<file path="config.mk">
export PLATFORM = sky130hd
export DESIGN_NAME = reload_timer16
export DESIGN_NICKNAME = d
export VERILOG_FILES = /design/src/rtl/rt_pkg.sv /design/src/rtl/rt_edge_sync.sv /design/src/rtl/rt_prescaler.sv /design/src/rtl/rt_counter.sv /design/src/rtl/reload_timer16.sv
export SDC_FILE = /design/constraint.sdc
export NUM_CORES = 1
export LEC_CHECK = 0
export BUFFER_PORTS_ARGS = -buffer_cell sky130_fd_sc_hd__buf_2
export CORE_ASPECT_RATIO = 1.75
export CORE_MARGIN = 2
export CORE_UTILIZATION = 50
export CTS_CLUSTER_DIAMETER = 150
export DETAILED_ROUTE_END_ITERATION = 6
export PLACE_DENSITY = 0.69
export SLEW_MARGIN = 10
export SYNTH_ARGS = -nofsm -noshare
export SYNTH_HDL_FRONTEND = slang
export SYNTH_HIERARCHICAL = 1
export SYNTH_SLANG_ARGS = --single-unit
</file>
<file path="constraint.sdc">
create_clock -name clk -period 4.68 [get_ports clk]
set_input_delay 0.702 -clock clk [delete_from_list [all_inputs] [get_ports clk]]
set_output_delay 0.702 -clock clk [all_outputs]
set_load 0.05 [all_outputs]
</file>
<file path="src/rtl/rt_pkg.sv">
package rt_pkg;

    localparam int unsigned BYTE_W = 8;
    localparam int unsigned CNT_W  = 2 * BYTE_W;
    localparam int unsigned PRE_W  = 8;

    localparam logic [1:0] ADDR_CTRL = 2'd0;
    localparam logic [1:0] ADDR_LO   = 2'd1;
    localparam logic [1:0] ADDR_HI   = 2'd2;

    typedef enum logic [1:0] {
        MODE_TIMER = 2'b00,
        MODE_BAUD  = 2'b01,
        MODE_EDGE  = 2'b10,
        MODE_RSVD  = 2'b11
    } tmr_mode_e;

    typedef enum logic [1:0] {
        DIV_1   = 2'b00,
        DIV_8   = 2'b01,
        DIV_64  = 2'b10,
        DIV_256 = 2'b11
    } tmr_div_e;

    // control byte layout, msb first
    typedef struct packed {
        logic      flag;
        logic      cmp_en;
        tmr_mode_e mode;
        tmr_div_e  div;
        logic      run;
        logic      ext_sel;
    } tmr_ctrl_t;

    function automatic logic [PRE_W-1:0] div_last(input tmr_div_e d);
        case (d)
            DIV_1:   return PRE_W'(0);
            DIV_8:   return PRE_W'(7);
            DIV_64:  return PRE_W'(63);
            default: return PRE_W'(255);
        endcase
    endfunction

    function automatic logic mode_counts(input tmr_mode_e m);
        return (m == MODE_TIMER) || (m == MODE_BAUD);
    endfunction

endpackage

</file>
<file path="src/rtl/rt_edge_sync.sv">
module rt_edge_sync #(
    parameter int unsigned STAGES = 2
) (
    input  logic clk,
    input  logic rst,
    input  logic din,
    output logic rise
);
    localparam int unsigned DEPTH = STAGES + 1;

    logic [DEPTH-1:0] pipe;

    always_ff @(posedge clk) begin
        if (rst) pipe <= '0;
        else     pipe <= {pipe[DEPTH-2:0], din};
    end

    assign rise = pipe[DEPTH-2] & ~pipe[DEPTH-1];

    a_r7_single_pulse: assert property (@(posedge clk) disable iff (rst)
        rise |=> !rise);

endmodule

</file>
<file path="src/rtl/rt_prescaler.sv">
module rt_prescaler
    import rt_pkg::*;
(
    input  logic     clk,
    input  logic     rst,
    input  logic     enable,
    input  logic     step,
    input  tmr_div_e div,
    output logic     tick
);
    logic [PRE_W-1:0] pre_cnt;
    logic [PRE_W-1:0] last;

    assign last = div_last(div);
    assign tick = enable && step && (pre_cnt >= last);

    always_ff @(posedge clk) begin
        if (rst || !enable)  pre_cnt <= '0;
        else if (tick)       pre_cnt <= '0;
        else if (step)       pre_cnt <= pre_cnt + 1'b1;
    end

    a_r6_idle_restart: assert property (@(posedge clk) disable iff (rst)
        !enable |=> (pre_cnt == '0));
    a_r6_hold_without_step: assert property (@(posedge clk) disable iff (rst)
        (enable && !step) |=> $stable(pre_cnt));

endmodule

</file>
<file path="src/rtl/rt_counter.sv">
module rt_counter #(
    parameter int unsigned W = 16
) (
    input  logic         clk,
    input  logic         rst,
    input  logic         inc,
    input  logic         force_load,
    input  logic [W-1:0] load_val,
    output logic [W-1:0] cnt,
    output logic         wrap
);
    assign wrap = inc && (&cnt) && !force_load;

    always_ff @(posedge clk) begin
        if (rst)             cnt <= '0;
        else if (force_load) cnt <= load_val;
        else if (wrap)       cnt <= load_val;
        else if (inc)        cnt <= cnt + 1'b1;
    end

    a_r3_refill: assert property (@(posedge clk) disable iff (rst)
        (inc && (&cnt) && !force_load) |=> (cnt == $past(load_val)));
    a_r2_step: assert property (@(posedge clk) disable iff (rst)
        (inc && !(&cnt) && !force_load) |=> (cnt == $past(cnt) + 1'b1));
    a_r2_hold: assert property (@(posedge clk) disable iff (rst)
        (!inc && !force_load) |=> $stable(cnt));
    a_r4_force: assert property (@(posedge clk) disable iff (rst)
        force_load |=> (cnt == $past(load_val)));

endmodule

</file>
<file path="src/rtl/reload_timer16.sv">
module reload_timer16
    import rt_pkg::*;
#(
    parameter int unsigned SYNC_STAGES = 2
) (
    input  logic       clk,
    input  logic       rst,
    input  logic [1:0] bus_addr,
    input  logic       bus_wr,
    input  logic       bus_rd,
    input  logic [7:0] bus_wdata,
    output logic [7:0] bus_rdata,
    input  logic       ext_pin_in,
    input  logic       irq_en,
    output logic       irq_req,
    output logic       cmp_pin_out,
    output logic       baud_tick
);
    tmr_ctrl_t         ctrl;
    logic [CNT_W-1:0]  reload_q;
    logic [CNT_W-1:0]  load_val;
    logic [CNT_W-1:0]  cnt;
    logic [BYTE_W-1:0] shadow_lo;
    logic              ctrl_wr, lo_wr, hi_wr, hi_rd;
    logic              ext_rise, src_step, count_on, inc, wrap, flag_set;
    logic              cmp_pin_q, baud_q;

    assign ctrl_wr = bus_wr && (bus_addr == ADDR_CTRL);
    assign lo_wr   = bus_wr && (bus_addr == ADDR_LO);
    assign hi_wr   = bus_wr && (bus_addr == ADDR_HI);
    assign hi_rd   = bus_rd && (bus_addr == ADDR_HI);

    assign count_on = ctrl.run && mode_counts(ctrl.mode);
    assign src_step = ctrl.ext_sel ? ext_rise : 1'b1;
    assign load_val = hi_wr ? {bus_wdata, reload_q[BYTE_W-1:0]} : reload_q;
    assign flag_set = wrap && (ctrl.mode == MODE_TIMER);

    rt_edge_sync #(.STAGES(SYNC_STAGES)) u_sync (
        .clk  (clk),
        .rst  (rst),
        .din  (ext_pin_in),
        .rise (ext_rise)
    );

    rt_prescaler u_pre (
        .clk    (clk),
        .rst    (rst),
        .enable (count_on),
        .step   (src_step),
        .div    (ctrl.div),
        .tick   (inc)
    );

    rt_counter #(.W(CNT_W)) u_cnt (
        .clk        (clk),
        .rst        (rst),
        .inc        (inc),
        .force_load (hi_wr),
        .load_val   (load_val),
        .cnt        (cnt),
        .wrap       (wrap)
    );

    // control byte: flag is sticky, software may only clear it
    always_ff @(posedge clk) begin
        if (rst) begin
            ctrl <= '0;
        end else begin
            if (ctrl_wr) begin
                ctrl.cmp_en  <= bus_wdata[6];
                ctrl.mode    <= tmr_mode_e'(bus_wdata[5:4]);
                ctrl.div     <= tmr_div_e'(bus_wdata[3:2]);
                ctrl.run     <= bus_wdata[1];
                ctrl.ext_sel <= bus_wdata[0];
            end
            if (flag_set)                    ctrl.flag <= 1'b1;
            else if (ctrl_wr && !bus_wdata[7]) ctrl.flag <= 1'b0;
        end
    end

    always_ff @(posedge clk) begin
        if (rst) begin
            reload_q <= '0;
        end else begin
            if (lo_wr) reload_q[BYTE_W-1:0]      <= bus_wdata;
            if (hi_wr) reload_q[CNT_W-1:BYTE_W]  <= bus_wdata;
        end
    end

    always_ff @(posedge clk) begin
        if (rst)        shadow_lo <= '0;
        else if (hi_rd) shadow_lo <= cnt[BYTE_W-1:0];
    end

    always_ff @(posedge clk) begin
        if (rst) begin
            cmp_pin_q <= 1'b0;
            baud_q    <= 1'b0;
        end else begin
            baud_q <= wrap && (ctrl.mode == MODE_BAUD);
            if (wrap && ctrl.cmp_en && !ctrl.ext_sel && (ctrl.mode == MODE_TIMER))
                cmp_pin_q <= ~cmp_pin_q;
        end
    end

    always_comb begin
        case (bus_addr)
            ADDR_CTRL: bus_rdata = ctrl;
            ADDR_LO:   bus_rdata = shadow_lo;
            ADDR_HI:   bus_rdata = cnt[CNT_W-1:BYTE_W];
            default:   bus_rdata = '0;
        endcase
    end

    assign irq_req     = ctrl.flag && irq_en;
    assign cmp_pin_out = cmp_pin_q;
    assign baud_tick   = baud_q;

    a_r8_baud_no_flag: assert property (@(posedge clk) disable iff (rst)
        (ctrl.mode == MODE_BAUD && !ctrl.flag && !ctrl_wr) |=> !ctrl.flag);
    a_r9_reserved_hold: assert property (@(posedge clk) disable iff (rst)
        (!mode_counts(ctrl.mode) && !hi_wr) |=> $stable(cnt));
    a_r10_pin_on_wrap: assert property (@(posedge clk) disable iff (rst)
        (cmp_pin_q != $past(cmp_pin_q)) |-> $past(wrap && !ctrl.ext_sel));
    a_r11_flag_clear: assert property (@(posedge clk) disable iff (rst)
        (ctrl_wr && !bus_wdata[7] && !wrap) |=> !ctrl.flag);
    a_r8_tick_single: assert property (@(posedge clk) disable iff (rst)
        baud_tick |-> $past(ctrl.mode == MODE_BAUD));

endmodule

</file>
==> out/results.ini <==
[outcome]
status=finished clean

[synthesis]
ys_seq_elements=61
synth-async-reset-ratio_pct=0
syn-cell-area_mm2=0.00323
synth_area_leaders=dfxtp_1, mux2i_1, nand2_1
synth_edf_count=0
yosys.cell_types.count=62
ys_seq_area_share_pct=37.8
synth_top_area_cell=dfxtp_1
syn_inst=359
synth_fp_nets=385
synth_area_per_cell_um2=9.00
synth_top_flop_cell=dfxtp_1
ys_warn_count=6
synth.top_cell.area_share_pct=37.8

[worst_setup_path]
required_ns=4.87
path_cells=nand2_1, ha_1, and3_4, a221oi_2, o22ai_2, buf_4, nor2_1, nor4b_1, a211oi_1, nor3_1
cpMaxStageDelayCell=nor2_1
cpPeakStageDelay_ns=0.83
path_class=reg -> reg
reg2reg_slack_ns=1.56
end_kind=flip-flop
cp.arrival_ns=3.31
path_max_fanout=21
critPathBufInv=1
cp-start-kind=flip-flop
reg2regPathDepth=10
r2r_end=u_cnt/cnt[14]
reg2reg_from=ctrl[3]
cpLargestDelayFamily=simple AND/OR/NAND/NOR gates

[placed_design]
routabilityCongestion=0.920
dpl.hpwl_um=6020
port_buffers=26

[grt]
grtUsageTotal_pct=25.8
grt_pass1_wl_um=13500
antenna_found_initial=0
grt_max_degree=57
first_global_vias=2697
overflow=0

[cts]
cts_sinks=61
ctsHoldBuffers=0
cts_buffers=9
cts_buffer_depth=2
worstSkewPairLatency_ns=0.35
post_cts_buffers=0
clk_pin_slew_ns=0.06
ctsResizeCount=0
htreeDepth=3
root_buffer=clkbuf_8
tritoncts=done

[timing]
drv_slew=0
fin_crit_sh_pct=66.7
setup_violations=0
rsz0062_at_grt=false
tns_ns=0
slew-limit-headroom_pct=29.3
clock.fmax_mhz=321
worst_pin_slew_ns=1.06
min_period_ns=3.12
fin_skew_ns=0.00645
hold_viol=0

[min_path]
whs_endpoint=reload_q[3]
min_path_type=reg -> reg
hold_start=reload_q[3]
hold_depth=2

[floorplanning]
die_area_mm2=0.00715
initial_core_util_pct=51.9
die_height_um=110
io-pin-count=27
die_w_um=64.8
core-area_mm2=0.00623
rows=38

[detailed_routing]
drtIter0Drc=237
vias_per_cell=5.86
vias=2702
first_pass_iters=5
ant_nets=0
drt_wl_total_um=8260
routedWlPerCell_um=17.9
route.detailed.drc=0

[final_layout]
area_delta_synth_final_pct=9.33
fin_nets=403
post-route-util_pct=56.7
fill_cells=611
drive_gt1_share_pct=20.7
antennaDiodeCount=0

[run]
maxCapViolations=0

[power]
ir_worst_vdd_mv=0.247
p_leak_uw=0.00141
power_density_mw_per_mm2=302

cell families (layout without fill, tap and decap cells):
family	count (synthesis)	count (layout)	synth area share (%)
flip-flops	61	61	37.8
multiplexers	35	35	11.2
XOR/XNOR	12	12	3.25
AND/OR/NAND/NOR	158	158	27.2
adder cells (fa/ha/maj)	10	10	3.87
AO/OA/AOI/OAI	55	55	12.0
buffers and inverters	28	50	4.68
worst max-delay path by stage:
| stage | to | cells past startpoint | start | slack (ns) |
|---|---|---|---|---|
| after floorplan | cmp_pin_out | 12 | ctrl[3] | 1.57 |
| after global placement | cmp_pin_out | 12 | ctrl[3] | 1.68 |
| after detailed placement | cmp_pin_out | 12 | ctrl[3] | 1.59 |
| after CTS | cmp_pin_out | 13 | ctrl[3] | 1.56 |
| after global routing | cmp_pin_out | 13 | ctrl[3] | 1.32 |
| final | u_cnt/cnt[14] | 10 | ctrl[3] | 1.56 |
metal layers:
layer | up-vias | track usage, % | share of wire [%] | routed length, µm
met3 | 23 | 5.38 | 3.7 | 308
met1 | 1297 | 27.0 | 38 | 3110
met5 | - | 0 | 0 | 0
met2 | 67 | 45.7 | 54 | 4470
met4 | 0 | 17.3 | 4.6 | 377
li1 | 1315 | - | - | -
stage by stage:
| step | instances | cell area, µm² | setup WS [ns] | hold slack, ns | total power [µW] |
|---|---|---|---|---|---|
| after global placement | 446 | 3360 | 1.68 | 0.446 | 652 |
| after CTS | 461 | 3530 | 1.56 | 0.458 | 1080 |
| after global routing | 461 | 3530 | 1.32 | 0.472 | 1110 |
| after detailed placement | 446 | 3360 | 1.59 | 0.449 | 655 |
| final | 461 | 3530 | 1.56 | 0.455 | 1070 |
| after floorplan | 359 | 3230 | 1.57 | 0.414 | 626 |
synthesized netlist by cell type, types with 3 or more instances:
library cell / number
nor2_1: 32
nor2b_1: 14
nand2_1: 38
dfxtp_1: 61
a21oi_1: 13
nand4_1: 10
clkbuf_1: 8
a31oi_1: 5
nor3_1: 15
xnor2_1: 6
buf_2: 6
xor2_1: 6
mux2_2: 9
o21ai_0: 11
a22oi_1: 3
nand4_2: 3
ha_1: 10
inv_1: 6
mux2i_1: 26
and3_1: 3
nand3_1: 16
buf_6: 4
worst register-to-register path, cell delays in order, from the launching register on:
cell	delay (ns)
dfxtp_1	0.39
nand2_1	0.10
ha_1	0.30
and3_4	0.19
a221oi_2	0.29
o22ai_2	0.14
buf_4	0.23
nor2_1	0.83
nor4b_1	0.16
a211oi_1	0.26
nor3_1	0.07
where the power goes:
group,internal (µW),switching [µW],total [µW]
Sequential,533,13.9,546
Combinational,36.2,61.0,97.2
Clock,232,192,424
Total,801,267,1070
sequential cells by signal, summed over array words and instances, names as in the netlist:
| signal | cells |
|---|---|
| u_pre/pre_cnt | 8 |
| u_cnt/cnt | 16 |
| u_sync/pipe | 3 |
| baud_tick | 1 |
| reload_q | 16 |
| ctrl | 8 |
| shadow_lo | 8 |
| cmp_pin_out | 1 |
layout by cell type, fill, tap and decap left out, types with 11 or more instances in the layout:
master / count
nand3_1: 16
nand2_1: 38
nor2b_1: 14
mux2i_1: 26
a21oi_1: 13
clkbuf_8: 12
nor3_1: 15
buf_2: 26
nor2_1: 32
o21ai_0: 11
dfxtp_1: 61
final cells by class:
| class | count | area [µm²] | area share (%) |
|---|---|---|---|
| Inverter | 6 | 22.5 | 0.637 |
| Timing Repair Buffer | 29 | 153 | 4.32 |
| Clock inverter | 1 | 5.00 | 0.142 |
| Clock buffer | 14 | 173 | 4.89 |
| Multi-Input combinational cell | 270 | 1860 | 52.6 |
| Tap cell | 80 | 100 | 2.83 |
| Sequential cell | 61 | 1220 | 34.6 |
Note: power is estimated with default switching activity, not from simulation.
